[config.mk]
export PLATFORM = sky130hd
export DESIGN_NAME = clk_wake_ctrl
export DESIGN_NICKNAME = d
export VERILOG_FILES = /design/src/rtl/clkwake_pkg.sv /design/src/rtl/cw_tick_gen.sv /design/src/rtl/cw_valid_filt.sv /design/src/rtl/cw_halt_timer.sv /design/src/rtl/cw_wake_fsm.sv /design/src/rtl/clk_wake_ctrl.sv
export SDC_FILE = /design/constraint.sdc
export NUM_CORES = 1
export LEC_CHECK = 0
export ABC_CLOCK_PERIOD_IN_PS = 5600
export BUFFER_PORTS_ARGS = -buffer_cell sky130_fd_sc_hd__buf_2
export CORE_ASPECT_RATIO = 1.5
export CORE_UTILIZATION = 40
export CTS_BUF_LIST = sky130_fd_sc_hd__clkbuf_16
export CTS_CLUSTER_SIZE = 10
export DETAILED_ROUTE_END_ITERATION = 12
export PLACE_DENSITY = 0.67
export SYNTH_ARGS = -nofsm -noshare
export SYNTH_HDL_FRONTEND = slang
export SYNTH_SLANG_ARGS = --single-unit
[constraint.sdc]
create_clock -name clk -period 5.6 [get_ports clk]
set_input_delay 1.12 -clock clk [delete_from_list [all_inputs] [get_ports clk]]
set_output_delay 1.12 -clock clk [all_outputs]
set_load 0.05 [all_outputs]
[src/rtl/clkwake_pkg.sv]
package clkwake_pkg;

  // Grace counter width, wide enough for the longest code (13000 ticks)
  localparam int HALT_CW = 14;

  typedef enum logic [2:0] {
    ST_IDLE   = 3'd0,
    ST_GRACE  = 3'd1,
    ST_SLEEP  = 3'd2,
    ST_ACTIVE = 3'd3,
    ST_PDN    = 3'd4
  } wake_state_e;

  // Grace length in 0.1 ms ticks; zero means no limit
  function automatic logic [HALT_CW-1:0] halt_limit(input logic [2:0] code);
    logic [HALT_CW-1:0] lim;
    case (code)
      3'd1:    lim = HALT_CW'(8);
      3'd2:    lim = HALT_CW'(32);
      3'd3:    lim = HALT_CW'(341);
      3'd4:    lim = HALT_CW'(683);
      3'd5:    lim = HALT_CW'(2560);
      3'd6:    lim = HALT_CW'(7680);
      3'd7:    lim = HALT_CW'(13000);
      default: lim = '0;
    endcase
    return lim;
  endfunction

endpackage

[src/rtl/cw_tick_gen.sv]
module cw_tick_gen #(
  parameter int TICK_CYCLES = 2400
) (
  input  logic clk,
  input  logic rst_n,
  output logic tick
);
  localparam int CW = (TICK_CYCLES > 1) ? $clog2(TICK_CYCLES) : 1;
  localparam logic [CW-1:0] LAST = CW'(TICK_CYCLES - 1);

  logic [CW-1:0] cnt_q, cnt_d;
  logic          tick_q, tick_d;

  always_comb begin
    tick_d = (cnt_q == LAST);
    cnt_d  = tick_d ? '0 : cnt_q + 1'b1;
  end

  always_ff @(posedge clk or negedge rst_n) begin
    if (!rst_n) begin
      cnt_q  <= '0;
      tick_q <= 1'b0;
    end else begin
      cnt_q  <= cnt_d;
      tick_q <= tick_d;
    end
  end

  assign tick = tick_q;
endmodule

[src/rtl/cw_valid_filt.sv]
module cw_valid_filt #(
  parameter int FILT_TICKS = 4
) (
  input  logic clk,
  input  logic rst_n,
  input  logic tick_i,
  input  logic raw_i,
  output logic qual_o
);
  localparam int FW = $clog2(FILT_TICKS + 1);
  localparam logic [FW-1:0] LIM = FW'(FILT_TICKS - 1);

  logic          sync1_q, sync2_q;
  logic          qual_q, qual_d;
  logic [FW-1:0] cnt_q, cnt_d;

  always_comb begin
    qual_d = qual_q;
    cnt_d  = cnt_q;
    if (sync2_q == qual_q) begin
      cnt_d = '0;
    end else if (tick_i) begin
      if (cnt_q == LIM) begin
        qual_d = sync2_q;
        cnt_d  = '0;
      end else begin
        cnt_d = cnt_q + 1'b1;
      end
    end
  end

  always_ff @(posedge clk or negedge rst_n) begin
    if (!rst_n) begin
      sync1_q <= 1'b0;
      sync2_q <= 1'b0;
      qual_q  <= 1'b0;
      cnt_q   <= '0;
    end else begin
      sync1_q <= raw_i;
      sync2_q <= sync1_q;
      qual_q  <= qual_d;
      cnt_q   <= cnt_d;
    end
  end

  assign qual_o = qual_q;


  filt_on_tick_chk: assert property (@(posedge clk) disable iff (!rst_n)
    !$stable(qual_q) |-> $past(tick_i))
    else $error("qualified level changed without a tick");
endmodule

[src/rtl/cw_halt_timer.sv]
module cw_halt_timer
  import clkwake_pkg::*;
(
  input  logic       clk,
  input  logic       rst_n,
  input  logic       tick_i,
  input  logic       start_i,
  input  logic       stop_i,
  input  logic [2:0] code_i,
  output logic       expired_o
);
  logic               run_q, run_d;
  logic [HALT_CW-1:0] cnt_q, cnt_d;
  logic [HALT_CW-1:0] lim_q, lim_d;
  logic               exp_q, exp_d;
  logic [HALT_CW-1:0] new_lim;

  always_comb begin
    new_lim = halt_limit(code_i);
    run_d   = run_q;
    cnt_d   = cnt_q;
    lim_d   = lim_q;
    exp_d   = 1'b0;
    if (start_i) begin
      run_d = (new_lim != '0);
      cnt_d = '0;
      lim_d = new_lim;
    end else if (stop_i) begin
      run_d = 1'b0;
    end else if (run_q && tick_i) begin
      if (cnt_q == lim_q - 1'b1) begin
        exp_d = 1'b1;
        run_d = 1'b0;
      end else begin
        cnt_d = cnt_q + 1'b1;
      end
    end
  end

  always_ff @(posedge clk or negedge rst_n) begin
    if (!rst_n) begin
      run_q <= 1'b0;
      cnt_q <= '0;
      lim_q <= '0;
      exp_q <= 1'b0;
    end else begin
      run_q <= run_d;
      cnt_q <= cnt_d;
      lim_q <= lim_d;
      exp_q <= exp_d;
    end
  end

  assign expired_o = exp_q;


  exp_after_tick_chk: assert property (@(posedge clk) disable iff (!rst_n)
    exp_q |-> $past(tick_i) && $past(run_q))
    else $error("grace expiry without a running tick");
endmodule

[src/rtl/cw_wake_fsm.sv]
module cw_wake_fsm
  import clkwake_pkg::*;
(
  input  logic clk,
  input  logic rst_n,
  input  logic auto_en_i,
  input  logic off_req_i,
  input  logic clk_ok_i,
  input  logic clk_err_i,
  input  logic err_en_i,
  input  logic tmr_exp_i,
  input  logic pd_done_i,
  output logic tmr_start_o,
  output logic tmr_stop_o,
  output logic pwr_active_o,
  output logic pd_req_o,
  output logic sleep_lp_o,
  output logic pre_err_o
);
  wake_state_e state_q, state_d;
  logic        retry_q, retry_d;
  logic        pre_q, pre_d;
  logic        go;

  always_comb begin
    go          = auto_en_i && !off_req_i;
    state_d     = state_q;
    retry_d     = retry_q;
    pre_d       = 1'b0;
    tmr_start_o = 1'b0;
    case (state_q)
      ST_IDLE: begin
        if (go) begin
          state_d     = ST_GRACE;
          tmr_start_o = 1'b1;
        end
      end
      ST_GRACE: begin
        if (!go)           state_d = ST_IDLE;
        else if (clk_ok_i) state_d = ST_ACTIVE;
        else if (tmr_exp_i) begin
          state_d = ST_SLEEP;
          pre_d   = 1'b1;
        end
      end
      ST_SLEEP: begin
        if (!go)           state_d = ST_IDLE;
        else if (clk_ok_i) state_d = ST_ACTIVE;
      end
      ST_ACTIVE: begin
        if (!go) begin
          state_d = ST_PDN;
          retry_d = 1'b0;
        end else if (!clk_ok_i || (clk_err_i && err_en_i)) begin
          state_d = ST_PDN;
          retry_d = 1'b1;
        end
      end
      ST_PDN: begin
        if (pd_done_i) begin
          if (retry_q && go) begin
            state_d     = ST_GRACE;
            tmr_start_o = 1'b1;
          end else begin
            state_d = ST_IDLE;
          end
        end
      end
      default: state_d = ST_IDLE;
    endcase
  end

  always_ff @(posedge clk or negedge rst_n) begin
    if (!rst_n) begin
      state_q <= ST_IDLE;
      retry_q <= 1'b0;
      pre_q   <= 1'b0;
    end else begin
      state_q <= state_d;
      retry_q <= retry_d;
      pre_q   <= pre_d;
    end
  end

  assign tmr_stop_o   = (state_q != ST_GRACE);
  assign pwr_active_o = (state_q == ST_ACTIVE);
  assign pd_req_o     = (state_q == ST_PDN);
  assign sleep_lp_o   = (state_q == ST_SLEEP);
  assign pre_err_o    = pre_q;


  pd_hold_chk: assert property (@(posedge clk) disable iff (!rst_n)
    pd_req_o && !pd_done_i |=> pd_req_o && !pwr_active_o)
    else $error("power-down request dropped before done");


  auto_off_chk: assert property (@(posedge clk) disable iff (!rst_n)
    !auto_en_i |=> !pwr_active_o)
    else $error("active outside auto-wake mode");


  wake_clk_chk: assert property (@(posedge clk) disable iff (!rst_n)
    $rose(pwr_active_o) |-> $past(clk_ok_i))
    else $error("woke without qualified clocks");


  pre_pulse_chk: assert property (@(posedge clk) disable iff (!rst_n)
    pre_err_o |=> !pre_err_o)
    else $error("pre-power-up error longer than one cycle");


  pd_entry_chk: assert property (@(posedge clk) disable iff (!rst_n)
    $rose(pd_req_o) |-> $past(pwr_active_o))
    else $error("power-down entered from a non-active state");
endmodule

[src/rtl/clk_wake_ctrl.sv]
module clk_wake_ctrl
  import clkwake_pkg::*;
#(
  parameter int TICK_CYCLES = 2400,
  parameter int FILT_TICKS  = 4
) (
  input  logic       clk,
  input  logic       rst_n,
  input  logic [1:0] mode,
  input  logic       bclk_ok,
  input  logic       fsync_ok,
  input  logic       err_chk_en,
  input  logic [2:0] halt_code,
  input  logic       hw_shdn,
  input  logic       sw_shdn,
  input  logic       clk_err,
  input  logic       pd_done,
  output logic       pwr_active,
  output logic       pd_req,
  output logic       sleep_lp,
  output logic       pre_err
);
  localparam int NCLK = 2;

  logic [1:0]      rs_q;
  logic            rst_i_n;
  logic            tick;
  logic [NCLK-1:0] raw_ok;
  logic [NCLK-1:0] qual_ok;
  logic            tmr_start, tmr_stop, tmr_exp;

  always_ff @(posedge clk or negedge rst_n) begin
    if (!rst_n) rs_q <= 2'b00;
    else        rs_q <= {rs_q[0], 1'b1};
  end
  assign rst_i_n = rs_q[1];

  cw_tick_gen #(.TICK_CYCLES(TICK_CYCLES)) u_tick (
    .clk   (clk),
    .rst_n (rst_i_n),
    .tick  (tick)
  );

  assign raw_ok = {fsync_ok, bclk_ok};

  for (genvar gi = 0; gi < NCLK; gi++) begin : g_filt
    cw_valid_filt #(.FILT_TICKS(FILT_TICKS)) u_filt (
      .clk    (clk),
      .rst_n  (rst_i_n),
      .tick_i (tick),
      .raw_i  (raw_ok[gi]),
      .qual_o (qual_ok[gi])
    );
  end

  cw_halt_timer u_timer (
    .clk       (clk),
    .rst_n     (rst_i_n),
    .tick_i    (tick),
    .start_i   (tmr_start),
    .stop_i    (tmr_stop),
    .code_i    (halt_code),
    .expired_o (tmr_exp)
  );

  cw_wake_fsm u_fsm (
    .clk          (clk),
    .rst_n        (rst_i_n),
    .auto_en_i    (mode == 2'b11),
    .off_req_i    (hw_shdn | sw_shdn),
    .clk_ok_i     (&qual_ok),
    .clk_err_i    (clk_err),
    .err_en_i     (err_chk_en),
    .tmr_exp_i    (tmr_exp),
    .pd_done_i    (pd_done),
    .tmr_start_o  (tmr_start),
    .tmr_stop_o   (tmr_stop),
    .pwr_active_o (pwr_active),
    .pd_req_o     (pd_req),
    .sleep_lp_o   (sleep_lp),
    .pre_err_o    (pre_err)
  );
endmodule

; ---- Word level (Yosys, flattened, before mapping)
; Index checks and enable logic that the tools add are counted.
[word_totals]
in_bits = 14
out_inout_bits = 4
wordCells = 115
ff_bits = 62
[op_classes]
muxes = 41
eq_ne = 27
n_reduce_logical = 21
n_addsub = 5
bitwise = 3
[ops]
columns = op, count
row1 = $pmux W14 S7, 1
row2 = $mux W14, 4
row3 = $mux W3, 15
row4 = $eq A3 B2 Y1 const B, 6
row5 = $mux W1, 18
row6 = $eq A3 B3 Y1 const B, 5
row7 = $pmux W3 S5, 1
row8 = $add A14 B1 Y14 const B, 1
row9 = $eq A14 B14 Y1, 1
row10 = $reduce_bool A14 Y1, 1
row11 = $sub A14 B1 Y14 const B, 1
row12 = $add A12 B1 Y12 const B, 1
row13 = $eq A12 B12 Y1 const B, 1
row14 = $mux W12, 1
row15 = $reduce_and A3 Y1, 3
row16 = $ne A2 B2 Y1 const B, 4
row17 = $add A3 B1 Y3 const B, 2
row18 = $eq A3 B1 Y1 const B, 2
row19 = $reduce_and A2 Y1, 3
row20 = $reduce_bool A2 Y1, 3
row21 = $reduce_bool A3 Y1, 2
row22 = $reduce_and A5 Y1, 1
row23 = $logic_and A1 B1 Y1, 4
row24 = $ne A4 B3 Y1 const B, 1
row25 = 12 further kinds, 15

; ---- Longest topological paths before layout
; Gate-level depths: netlist of run 1.
[logic_depth]
depth_word = 9
depth_mapped = 10
mapped_depth_nobuf = 9

; ---- By module
; Synthesis of run 1 repeated with hierarchy kept, for this count alone.
[hier_totals]
cells_unflattened = 365
hier_area_um2 = 3509.6
[by_module_without_submodules]
columns = module, seq_area_each_um2, cells_each, area_each_um2, instances
row1 = cw_halt_timer, 700.7, 218, 1936.9, 1
row2 = cw_tick_gen, 325.3, 53, 581.8, 1
row3 = cw_valid_filt, 150.1, 19, 241.5, 2
row4 = cw_wake_fsm, 125.1, 50, 435.4, 1
row5 = clk_wake_ctrl, 50.0, 6, 72.6, 1

; ---- Worst setup path after synthesis of run 1
; OpenSTA, ideal clock, no wires.
[synth_timing]
path_kind = register -> output
start = reg u_fsm.state_q[2]
end = out pd_req
arrival_ns = 1.780
stages_incl_launch_ff = 3
t_required_ns = 4.480
setup_slack_ns = 2.700
path_cell_list = dfrtp_1 clkbuf_1 nor3b_1
[synth_via]
elab_chain_cells = 1
[synth_lines]
columns = element, line
row1 = from (decl), cw_wake_fsm.sv:20  ; wake_state_e state_q, state_d;
row2 = from (signal assigned), cw_wake_fsm.sv:79  ; state_q <= state_d;
row3 = $eq A3 B3 Y1, cw_wake_fsm.sv:87  ; assign pd_req_o = (state_q == ST_PDN);
row4 = to (decl), clk_wake_ctrl.sv:19  ; output logic pd_req,
; No other way between the ends.

; ---- Worst setup path in the final report of run 1
[layout_timing]
start = reg u_timer.lim_q[0]
end = reg u_timer.cnt_q[10]
[layout_via]
elab_chain_cells = 4
[layout_lines]
columns = element, line
row1 = from (decl), cw_halt_timer.sv:14  ; logic [HALT_CW-1:0] lim_q, lim_d;
row2 = from (signal assigned), cw_halt_timer.sv:49  ; lim_q <= lim_d;
row3 = $sub A14 B1 Y14, cw_halt_timer.sv:31  ; if (cnt_q == lim_q - 1'b1) begin
row4 = $eq A14 B14 Y1, cw_halt_timer.sv:31
row5 = $ne A2 B2 Y1 (no line), -
row6 = $reduce_and A3 Y1 (no line), -
row7 = to (signal assigned), cw_halt_timer.sv:48  ; cnt_q <= cnt_d;
row8 = to (decl), cw_halt_timer.sv:13  ; logic [HALT_CW-1:0] cnt_q, cnt_d;
; No other way between the ends.
; A chain may end at the register's enable or synchronous reset.

==> results by group, run 1 <==
Outcome
  • Status: finished clean

Synth
  • Most common cell in the synthesized netlist: dfrtp_1
  • Synth async-reset ratio: between 90% and 100%
  • Seq/Total Area, Yosys: 43.5%
  • Share of the synthesized area in the top cell type: about 44%
  • Synthesized area per cell: between 9 and 10 um2
  • Synthesis Warnings: 0
  • Synth top area cells: dfrtp_1, xnor2_1, nand2_1
  • List of most frequent post-synthesis cells: dfrtp_1, nand2_1, nor2_1
  • EDFF count, synth: 0
  • Synth cell types: 65
  • Mapped Nets: 385
  • Dominant synthesized flop cell: dfrtp_1
  • Syn Std Cell Area: 0.00345 mm2
  • Area leader, netlist: dfrtp_1
  • Yosys reg bits: 60
  • Mapped Cells: 366

Critical path
  • CP Data Required Time: 5.81 ns
  • Crit Path Category: flop to flop
  • Crit path DAT: about 3.3 ns
  • Crit path max-delay family: compound AO/OA/AOI/OAI gates
  • Slowest cell on crit path: a22oi_1
  • Nature of the critical path endpoint: flop
  • Reg2Reg Setup Slack: 2.51 ns
  • Reg2Reg Depth: 9
  • CP startpoint kind: flop
  • CP Buf/Inv Count: 1
  • Worst reg2reg startpoint: u_timer.lim_q[0]$_DFFE_PN0P_
  • Crit path largest cell delay: 0.58 ns
  • CP Max Fanout: 8
  • R2r endpoint: u_timer.cnt_q[10]$_DFFE_PN0P_
  • Crit path cell chain: inv_1 > ha_1 > or2_2 > a2111oi_0 > o21ai_0 > a22oi_1 > a311oi_4 > and4_1 > o21a_1

Power
  • Power share of the combinational group: 30.3%
  • Share of power burned in registers: 37.6%
  • Leakage: 0.00169 uW
  • Clock power share: 32.2%
  • VDD IR-drop max: 0.302 mV
  • Sw frac: 35.7%
  • PD cells: 422 mW/mm2
  • Cell internal pwr: around 1000 uW
  • NetSw: 583 uW

Clock tree
  • Post-CTS Resized: 0
  • Maximum buffer depth of the clock tree: 2
  • Worst skew pair latency: between 0.3 and 0.4 ns
  • CTS Hold Bufs: 0
  • Sink Count: 60
  • Num CTS Buffers: 9
  • Post-CTS Setup Repair Bufs: 0
  • Clock transition at path regs: 0.05 ns
  • H-tree Lvls: 3
  • CTS tree: yes
  • Root buffer cell: clkbuf_16

STA
  • Minimum clock period: 3.09 ns
  • Fmax: about 320 MHz
  • Measured slew at the worst slew-check pin: between 1 and 1.5 ns
  • Setup Viol. Count Final: 0
  • Clock skew: 0.00624 ns
  • Slew Limit Fails: 0
  • Hold Vio Cnt, Final: 0
  • Setup tns final: 0 ns
  • Hold Slack: between 0.1 and 0.15 ns
  • Slew HR: 23.1%
  • Share of the clock period used by the worst path: 55.2%
  • RSZ-0062 raised after global routing: false

Detailed routing
  • TritonRoute pass-1 iters: 4
  • Routed WL: 7160 um
  • Routed wire length per instance: 14.8 um
  • Vias per inst: roughly 5.5
  • Vias: roughly 2,600
  • DRC: 0
  • Routed Antenna Nets: 0
  • Initial DRC Count: 142

Run
  • Max Cap Viol: 0

Floorplan
  • Die height: 116 um
  • Die area: about 0.009 mm2
  • I/O pin count: 18
  • Initial Util: 41.0%
  • FP Rows: approximately 40
  • Horiz. Die Dim: 77.8 um
  • Core area: 0.00841 mm2

Finish
  • Area of the multi-input gates: 0.00178 mm2
  • Inserted Diodes: 0
  • Storage element area: about 0.0015 mm2
  • Layout fillers: 806
  • Area Growth Syn to Fin: 12.0%
  • Layout cell share with drive strength beyond 1: 12.8%
  • Post-Layout Cell Count: 483
  • Nets: 390

Placement
  • Gpl congestion: 0.875
  • Placed insts: 467
  • Port Buffers: 17
  • Dpl hpwl: 5190 um

Min path
  • Worst min path class: flop to async pin

GRT
  • Remaining Overflow, GRT: 0
  • Largest net degree at the start of global routing: 47
  • Vias in the first global route: 2,639
  • First-pass GRT wire length: approximately 12,000 um
  • GRT Total Usage: ~18%
  • Antenna violations before repair: 0
## per-stage QoR
step           power, uW  setup WS [ns]  utilization, %  cell area [um2]
4_1_cts             1640           2.52            45.9             3860
5_1_grt             1730           2.21            45.9             3860
3_5_place_dp        1110           2.21            42.5             3580
6_report            1630           2.51            45.9             3860
2_1_floorplan       1010           2.70               -             3450
3_3_place_gp        1100           2.29            42.5             3580
## per-layer routing
layer | routed length [um] | global-route usage [%] | vias to the layer above
li1 | - | - | 1304
met1 | 2950 | 18.0 | 1281
met2 | 3770 | 31.6 | 37
met3 | 185 | 3.94 | 17
met4 | 260 | 11.8 | 0
met5 | 0 | 0 | -
## cell usage in the layout (no fill, tap or decap), types with 7 or more instances in the layout
cell	count
xor2_1	8
a21oi_1	13
buf_2	17
nand2_1	36
o21ai_0	8
nor3_1	10
clkbuf_16	9
inv_1	19
nor2_1	34
dfrtp_1	59
nand2b_1	9
xnor2_1	21
nand3_1	14
and3_1	9
mux2i_1	7
## power groups by stage
stage	clock network [uW]	registers (uW)	logic, uW
2_1_floorplan	0	553	457
3_3_place_gp	0	618	479
3_5_place_dp	0	619	489
4_1_cts	538	612	493
5_1_grt	555	623	549
6_report	525	613	494
## registers in the layout, indices dropped and copies added, names as in the netlist, 3 cells and up
| signal | cells |
|---|---|
| g_filt.u_filt.cnt_q | 6 |
| u_timer.lim_q | 12 |
| u_tick.cnt_q | 12 |
| u_timer.cnt_q | 14 |
| u_fsm.state_q | 3 |
## worst max-delay path by stage
stage / startpoint / to / slack (ns) / cells after the start
floorplan: u_fsm.state_q[2]$_DFFE_PN0P_ / pd_req / 2.70 / 2
finish: u_timer.lim_q[0]$_DFFE_PN0P_ / u_timer.cnt_q[10]$_DFFE_PN0P_ / 2.51 / 9
CTS: u_timer.lim_q[0]$_DFFE_PN0P_ / u_timer.cnt_q[10]$_DFFE_PN0P_ / 2.52 / 9
global placement: hw_shdn / u_timer.cnt_q[3]$_DFFE_PN0P_ / 2.29 / 6
detailed placement: hw_shdn / u_timer.lim_q[3]$_DFFE_PN0P_ / 2.21 / 6
global route: u_timer.lim_q[0]$_DFFE_PN0P_ / u_timer.cnt_q[8]$_DFFE_PN0P_ / 2.21 / 9
## cell type report
class | count | share of cell area, %
inverter | 17 | 1.65
sequential | 60 | 38.9
clock inverter | 7 | 1.55
multi-input combinational | 265 | 46.2
clock buffer | 9 | 5.83
tap | 107 | 3.47
timing repair buffer | 18 | 2.40
## worst register-to-register path, cell delays in order (launching register included)
cell and delay, ns:
dfrtp_1 0.44, inv_1 0.09, ha_1 0.30, or2_2 0.32
a2111oi_0 0.35, o21ai_0 0.19, a22oi_1 0.58, a311oi_4 0.28
and4_1 0.27, o21a_1 0.17
## kinds of logic after synthesis
group	share of synthesized area (%)
simple gates	23.3
compound gates	16.0
flops	43.5
buf+inv	4.90
xor+xnor	7.36
mux	3.01
fa+ha+maj	1.81
other cells	0.109
Note: power is estimated with default switching activity, not from simulation.
==> run 2: changes to the inputs <==
--- a/config.mk
+++ b/config.mk
@@ -5,7 +5,7 @@
 export SDC_FILE = /design/constraint.sdc
 export NUM_CORES = 1
 export LEC_CHECK = 0
-export ABC_CLOCK_PERIOD_IN_PS = 5600
+export ABC_CLOCK_PERIOD_IN_PS = 3100
 export BUFFER_PORTS_ARGS = -buffer_cell sky130_fd_sc_hd__buf_2
 export CORE_ASPECT_RATIO = 1.5
 export CORE_UTILIZATION = 40
==> constraint.sdc (replaced) <==
create_clock -name clk -period 3.1 [get_ports clk]
set_input_delay 0.62 -clock clk [delete_from_list [all_inputs] [get_ports clk]]
set_output_delay 0.62 -clock clk [all_outputs]
set_load 0.05 [all_outputs]
==> run 2 against run 1 <==
  * Global-route usage is 1.3 points higher
  * Final cell count grew 2.1%
  * First-iteration DRC count up 13%
  * Total power rose by 84%
  * Flip-flop and latch count stayed put
  * Clock power up 81%
  * Register-to-register slack got worse by 2.3 ns
  * Wire length grew 3.7%
  * Utilization grew 0.91 points
  * Critical path type unchanged
  * Largest cell class unchanged
==> results by group, run 2 (same netlist as run 1, synthesis figures left out) <==
Detailed routing
  • DRC: 0 (unchanged)
  • TritonRoute pass-1 iters: 4 (unchanged)
  • Routed WL: 7430 um (was 7160 um)
  • Vias per inst: 5.45 (was 5.46)
  • Routed Antenna Nets: 0 (unchanged)
  • Initial DRC Count: 160 (was 142)
  • Vias: 2,686 (was 2,639)
  • Routed wire length per instance: 15.1 um (was 14.8 um)

STA
  • Hold Vio Cnt, Final: 0 (unchanged)
  • Clock skew: 0.00574 ns (was 0.00624 ns)
  • Slew Limit Fails: 0 (unchanged)
  • Setup Viol. Count Final: 0 (unchanged)
  • Setup ws final: 0.204 ns (was 2.51 ns)
  • RSZ-0062 raised after global routing: false (unchanged)
  • Minimum clock period: 2.90 ns (was 3.09 ns)
  • Share of the clock period used by the worst path: 93.4% (was 55.2%)
  • Setup tns final: 0 ns (unchanged)
  • Fmax: 345 MHz (was 323 MHz)

Finish
  • Area of the multi-input gates: 0.00178 mm2 (unchanged)
  • Post-Layout Cell Count: 493 (was 483)
  • Layout cell share with drive strength beyond 1: 14.8% (was 12.8%)
  • Final Util: 46.8% (was 45.9%)
  • Most frequent cells in the layout: dfrtp_1, nand2_1, nor2_1 (unchanged)
  • Storage element area: 0.00150 mm2 (unchanged)
  • Area Growth Syn to Fin: 14.2% (was 12.0%)
  • Commonest non-fill, non-tap cell in the layout: dfrtp_1 (unchanged)
  • Layout fillers: 818 (was 806)
  • Inserted Diodes: 0 (unchanged)
  • Nets: 400 (was 390)
  • Reg with most FFs: u_timer.cnt_q (unchanged)
  • Top flop regs: u_timer.cnt_q x14, u_tick.cnt_q x12, u_timer.lim_q x12 (unchanged)
  • Max FFs per register: 14 (unchanged)

Clock tree
  • Clock transition at path regs: 0.05 ns (about the same)
  • Post-CTS Setup Repair Bufs: 0 (unchanged)
  • Root buffer cell: clkbuf_16 (unchanged)
  • Worst skew pair latency: 0.34 ns (was 0.33 ns)
  • Num CTS Buffers: 9 (unchanged)
  • CTS Hold Bufs: 0 (unchanged)
  • CTS tree: yes (unchanged)
  • H-tree Lvls: 3 (unchanged)
  • Post-CTS Resized: 0 (unchanged)
  • Sink Count: 60 (unchanged)
  • Maximum buffer depth of the clock tree: 2 (unchanged)

Critical path
  • Crit Path Category: flop to flop (unchanged)
  • Crit path largest cell delay: 0.68 ns (was 0.58 ns)
  • Reg2Reg Depth: 7 (was 9)
  • CP startpoint kind: flop (unchanged)
  • CP Max Fanout: 9 (was 8)
  • Crit path cell chain: or4_1 > o311a_1 > a221o_1 > a21o_4 > a311oi_4 > a21oi_1 > a31o_1 (was inv_1 > ha_1 > or2_2 > a2111oi_0 > o21ai_0 > a22oi_1 > a311oi_4 > and4_1 > o21a_1)
  • CP Buf/Inv Count: 0 (was 1)
  • Crit path DAT: 3.12 ns (was 3.30 ns)
  • Crit. path cell count: 7 (was 9)
  • CP Data Required Time: 3.33 ns (was 5.81 ns)
  • Slowest cell on crit path: or4_1 (was a22oi_1)
  • Crit path max-delay family: compound AO/OA/AOI/OAI gates (unchanged)
  • Nature of the critical path endpoint: flop (unchanged)

Floorplan
  • Die area: 0.00901 mm2 (unchanged)
  • Core area: 0.00841 mm2 (unchanged)
  • Initial Util: 41.0% (unchanged)
  • Die height: 116 um (unchanged)
  • I/O pin count: 18 (unchanged)
  • Horiz. Die Dim: 77.8 um (unchanged)
  • FP Rows: 41 (unchanged)

Power
  • PD cells: 764 mW/mm2 (was 422 mW/mm2)
  • VDD IR-drop max: 0.508 mV (was 0.302 mV)
  • Leakage: 0.00173 uW (was 0.00169 uW)
  • Total power: 3010 uW (was 1630 uW)

GRT
  • Largest net degree at the start of global routing: 24 (was 47)
  • Antenna violations before repair: 0 (unchanged)
  • GRT Total Usage: 18.8% (was 17.5%)
  • Vias in the first global route: 2,640 (was 2,639)
  • First-pass GRT wire length: 12,600 um (was 12,000 um)
  • Remaining Overflow, GRT: 0 (unchanged)

Placement
  • Post-Place Setup Slack: 0.240 ns (was 2.21 ns)
  • Dpl hpwl: 5470 um (was 5190 um)
  • Port Buffers: 17 (unchanged)
  • Placed insts: 477 (was 467)
  • Gpl congestion: 0.882 (was 0.875)

Min path
  • Worst min path class: primary input to async pin (was flop to async pin)

Outcome
  • Status: finished clean (unchanged)

Run
  • Max Cap Viol: 0 (unchanged)
[run 2: path summary, 6_finish.rpt]
kind                                                    startpoint                                  to  slack (ns)
worst max-delay path                  u_timer.lim_q[8]$_DFFE_PN0P_        u_timer.cnt_q[6]$_DFFE_PN0P_        0.20
worst min-delay path                                         rst_n                   rs_q[0]$_DFF_PN0_        0.06
worst max register to register        u_timer.lim_q[8]$_DFFE_PN0P_        u_timer.cnt_q[6]$_DFFE_PN0P_        0.20
worst min register to register                   rs_q[1]$_DFF_PN0_  g_filt[0].u_filt.sync1_q$_DFF_PN0_        0.22
max in group asynchronous                        rs_q[1]$_DFF_PN0_        u_timer.lim_q[8]$_DFFE_PN0P_        2.22
min in group clk                g_filt[1].u_filt.sync1_q$_DFF_PN0_  g_filt[1].u_filt.sync2_q$_DFF_PN0_        0.35
[run 2: per-layer routing]
metal,GRT usage [%],part of all wire [%],wire length [um],up-vias
met5,0,0,0,-
met4,9.69,2.8,208,0
met3,5.91,2.8,208,15
met2,34.3,54,4000,41
met1,19.0,40,3010,1298
li1,-,-,-,1332
[run 2: worst register-to-register path, stage by stage (launching register included)]
cell      delay [ns]
dfrtp_1         0.46
or4_1           0.68
o311a_1         0.38
a221o_1         0.28
a21o_4          0.26
a311oi_4        0.39
a21oi_1         0.14
a31o_1          0.20
[run 2: cell type report]
type                       instances  share of cell area [%]
timing repair buffer              28                    4.26
clock inverter                     7                    1.56
sequential                        60                    38.2
clock buffer                       9                    5.72
multi-input combinational        265                    45.3
inverter                          17                    1.62
tap                              107                    3.40
[run 2: metrics by stage]
stage	area, um2	hold slack (ns)
final	3940	0.0558
after global routing	3940	0.0452
after CTS	3940	0.0497
after detailed placement	3650	0.231
after global placement	3650	0.229
after floorplan	3450	0.324
[run 2: power breakdown]
group          total (uW)  leakage (uW)  switching [uW]  internal (uW)
Combinational         971      0.000795             530            441
Clock                 952      0.000141             342            610
Sequential           1090      0.000795             187            898
==> run 3: changes to the inputs <==
--- a/config.mk
+++ b/config.mk
@@ -8,11 +8,14 @@
 export ABC_CLOCK_PERIOD_IN_PS = 3100
 export BUFFER_PORTS_ARGS = -buffer_cell sky130_fd_sc_hd__buf_2
 export CORE_ASPECT_RATIO = 1.5
+export CORE_MARGIN = 2
 export CORE_UTILIZATION = 40
 export CTS_BUF_LIST = sky130_fd_sc_hd__clkbuf_16
 export CTS_CLUSTER_SIZE = 10
 export DETAILED_ROUTE_END_ITERATION = 12
 export PLACE_DENSITY = 0.67
+export RECOVER_POWER = 50
 export SYNTH_ARGS = -nofsm -noshare
 export SYNTH_HDL_FRONTEND = slang
+export SYNTH_HIERARCHICAL = 1
 export SYNTH_SLANG_ARGS = --single-unit
==> run 3 against run 2 <==
  * Die area increased by 6.1%
  * Combinational power decreased by 8.3%
  * Non-clock buffer count decreased by 6
  * First-iteration DRC count decreased by 40%
  * Highest routed layer unchanged
  * Synthesized cell count decreased by 0.27%
  * Global-route usage decreased by 3.0 points
  * Final area increased by 0.38%
  * Flip-flop and latch count unchanged
  * Critical path depth increased by 2
  * Count of clock-buffer cells in the layout unchanged
  * Utilization decreased by 0.11 points
  * Hold slack improved by 0.016 ns
==> results by group, run 3 <==
Outcome
  • Status: finished clean (unchanged)

Min path
  • Worst min path class: primary input to async pin (unchanged)

Clock tree
  • Maximum buffer depth of the clock tree: 2 (unchanged)
  • Post-CTS Setup Repair Bufs: 0 (unchanged)
  • Sink Count: 60 (unchanged)
  • H-tree Lvls: 3 (unchanged)
  • CTS tree: yes (unchanged)
  • Clock transition at path regs: 0.05 ns (about the same)
  • Worst skew pair latency: 0.33 ns (was 0.34 ns)
  • Post-CTS Resized: 0 (unchanged)
  • Num CTS Buffers: 9 (unchanged)
  • Root buffer cell: clkbuf_16 (unchanged)
  • CTS Hold Bufs: 0 (unchanged)

Finish
  • Top flop regs: u_timer/cnt_q x14, u_tick/cnt_q x12, u_timer/lim_q x12 (was u_timer.cnt_q x14, u_tick.cnt_q x12, u_timer.lim_q x12)
  • Reg with most FFs: u_timer/cnt_q (was u_timer.cnt_q)
  • Layout cell share with drive strength beyond 1: 17.4% (was 14.8%)
  • Layout fillers: 794 (was 818)
  • Max FFs per register: 14 (unchanged)
  • Most frequent cells in the layout: dfrtp_1, nand2_1, nor2_1 (unchanged)
  • Nets: 399 (was 400)
  • Area Growth Syn to Fin: 12.7% (was 14.2%)
  • Commonest non-fill, non-tap cell in the layout: dfrtp_1 (unchanged)
  • Inserted Diodes: 0 (unchanged)

STA
  • Minimum clock period: 2.76 ns (was 2.90 ns)
  • Fmax: 362 MHz (was 345 MHz)
  • Hold Vio Cnt, Final: 0 (unchanged)
  • Setup Viol. Count Final: 0 (unchanged)
  • Clock skew: 0.00615 ns (was 0.00574 ns)
  • Setup tns final: 0 ns (unchanged)
  • Measured slew at the worst slew-check pin: ~1.4 ns
  • Share of the clock period used by the worst path: 89.1% (was 93.4%)
  • RSZ-0062 raised after global routing: false (unchanged)
  • Slew HR: 5.95%
  • Slew Limit Fails: 0 (unchanged)

Synth
  • Mapped Nets: 384 (was 385)
  • Yosys reg bits: 60 (unchanged)
  • Seq/Total Area, Yosys: 42.8% (was 43.5%)
  • Syn Std Cell Area: 0.00351 mm2 (was 0.00345 mm2)
  • EDFF count, synth: 0 (unchanged)
  • Synthesized area per cell: 9.62 um2 (was 9.43 um2)
  • Synthesis Warnings: 6 (was 0)
  • List of most frequent post-synthesis cells: dfrtp_1, nand2_1, nor2_1 (unchanged)
  • Synth top area cells: dfrtp_1, xnor2_1, nand2_1 (unchanged)
  • Synth async-reset ratio: 100% (unchanged)
  • Dominant synthesized flop cell: dfrtp_1 (unchanged)
  • Area leader, netlist: dfrtp_1 (unchanged)
  • Share of the synthesized area in the top cell type: 42.8% (was 43.5%)
  • Mapped Cells: 365 (was 366)
  • Most common cell in the synthesized netlist: dfrtp_1 (unchanged)
  • Synth cell types: 67 (was 65)

GRT
  • Remaining Overflow, GRT: 0 (unchanged)
  • Vias in the first global route: 2,571 (was 2,640)
  • Met1 usage: 18.9% (was 19.0%)
  • First-pass GRT wire length: 11,700 um (was 12,600 um)
  • Met3 Use GR: 3.66% (was 5.91%)
  • Met2 Usage GRT: 25.3% (was 34.3%)
  • GRT Total Usage: 15.7% (was 18.8%)
  • Gr busiest metal: met2 (unchanged)
  • Largest net degree at the start of global routing: 59 (was 24)
  • Antenna violations before repair: 0 (unchanged)

Power
  • VDD IR-drop max: 0.456 mV (was 0.508 mV)
  • Leakage: 0.00163 uW (was 0.00173 uW)
  • PD cells: 759 mW/mm2 (was 764 mW/mm2)
  • Total power: 3000 uW (was 3010 uW)

Critical path
  • Reg2Reg Depth: 9 (was 7)
  • Crit path DAT: 2.97 ns (was 3.12 ns)
  • CP Max Fanout: 27 (was 9)
  • Crit path largest cell delay: 0.49 ns (was 0.68 ns)
  • Reg2Reg Setup Slack: 0.34 ns (was 0.20 ns)
  • R2r endpoint: u_timer/cnt_q[12]$_DFFE_PN0P_ (was u_timer.cnt_q[6]$_DFFE_PN0P_)
  • Crit Path Category: flop to flop (unchanged)
  • Slowest cell on crit path: dfrtp_1 (was or4_1)
  • CP Data Required Time: 3.31 ns (was 3.33 ns)
  • Setup crit start: u_timer/lim_q[8]$_DFFE_PN0P_ (was u_timer.lim_q[8]$_DFFE_PN0P_)
  • Worst reg2reg startpoint: u_timer/lim_q[8]$_DFFE_PN0P_ (was u_timer.lim_q[8]$_DFFE_PN0P_)
  • Crit path cell chain: buf_4 > or4_1 > mux2_2 > a21oi_1 > nor4b_2 > nor4bb_4 > buf_12 > nor3_2 > mux2_4 (was or4_1 > o311a_1 > a221o_1 > a21o_4 > a311oi_4 > a21oi_1 > a31o_1)
  • CP startpoint kind: flop (unchanged)
  • Worst Setup EP: u_timer/cnt_q[12]$_DFFE_PN0P_ (was u_timer.cnt_q[6]$_DFFE_PN0P_)
  • Nature of the critical path endpoint: flop (unchanged)

Run
  • Max Cap Viol: 0 (unchanged)

Floorplan
  • Die area: 0.00955 mm2 (was 0.00901 mm2)
  • Core area: 0.00846 mm2 (was 0.00841 mm2)
  • Horiz. Die Dim: 80.5 um (was 77.8 um)
  • I/O pin count: 18 (unchanged)
  • Initial Util: 41.5% (was 41.0%)
  • Die height: 119 um (was 116 um)
  • FP Rows: 41 (unchanged)

Detailed routing
  • Vias per inst: 5.40 (was 5.45)
  • DRC: 0 (unchanged)
  • Vias: 2,659 (was 2,686)
  • Routed WL: 6840 um (was 7430 um)
  • Routed wire length per instance: 13.9 um (was 15.1 um)
  • TritonRoute pass-1 iters: 4 (unchanged)
  • Initial DRC Count: 96 (was 160)
  • Routed Antenna Nets: 0 (unchanged)

Placement
  • Dpl hpwl: 4930 um (was 5470 um)
  • Port Buffers: 17 (unchanged)
  • Gpl congestion: 0.858 (was 0.882)
-- run 3: cell types whose count changed in the layout (fill, tap and decap cells not counted), moves of 6 or more --
cell	delta
nand2_1	-6
buf_4	-8
a21oi_2	+7
a21oi_1	+6
and3_1	-6
nor2_1	-10
nor3_1	-7
o21ai_1	+11
or3_1	+12
-- run 3: worst min path at each step --
stage | from | to
final | rst_n | rs_q[0]$_DFF_PN0_
after global routing | rst_n | rs_q[0]$_DFF_PN0_
after CTS | rst_n | rs_q[0]$_DFF_PN0_
after detailed placement | rs_q[0]$_DFF_PN0_ | rs_q[1]$_DFF_PN0_
after global placement | g_filt[1].u_filt/sync1_q$_DFF_PN0_ | g_filt[1].u_filt/sync2_q$_DFF_PN0_
after floorplan | rst_n | rs_q[0]$_DFF_PN0_
-- run 3: critical path, delay by kind of cell (launching register included) --
family	cells	cell delay, ns
buffers and inverters	2	0.42
AND/OR/NAND/NOR	4	1.02
multiplexers	2	0.58
AO/OA/AOI/OAI	1	0.13
flip-flops	1	0.49
-- run 3: stage by stage --
step / hold slack, ns / util (%) / std cells / setup WS [ns] / cell area, um2
after CTS: 0.0616 / 46.8 / 492 / 0.340 / 3960
final: 0.0720 / 46.7 / 492 / 0.339 / 3950
after floorplan: 0.324 / - / 365 / 0.603 / 3510
after global placement: 0.332 / 43.5 / 476 / 0.374 / 3680
after global routing: 0.0722 / 46.7 / 492 / 0.183 / 3950
after detailed placement: 0.335 / 43.5 / 476 / 0.343 / 3680
-- run 3: final cells by class --
class	count	area (um2)	share of cell area, %
Inverter	14	52.6	1.33
Timing Repair Buffer	22	131	3.32
Tap cell	107	134	3.39
Clock buffer	9	225	5.70
Clock inverter	7	57.6	1.46
Sequential cell	60	1500	38.0
Multi-Input combinational cell	273	1850	46.8
-- run 3: power breakdown --
| group | leakage [uW] | internal, uW | switching, uW | total, uW |
|---|---|---|---|---|
| clock | 0.000135 | 608 | 340 | 948 |
| combinational | 0.000709 | 423 | 467 | 890 |
| sequential | 0.000786 | 925 | 237 | 1160 |
| total | 0.00163 | 1960 | 1040 | 3000 |
-- run 3: logic make-up after synthesis --
logic type	count (synthesis)	synth area share, %
flops	60	42.8
compound gates	75	13.7
mux	9	2.99
other cells	1	0.107
buf+inv	32	5.10
fa+ha+maj	5	1.78
simple gates	160	27.8
xor+xnor	23	5.74
-- run 3: routing by layer --
metal  wire length, um  part of all wire, %  up-vias
met3               165                  2.4       22
met5                 0                    0        -
met1              2940                   43     1263
li1                  -                    -     1333
met2              3480                   51       41
met4               257                  3.8        0
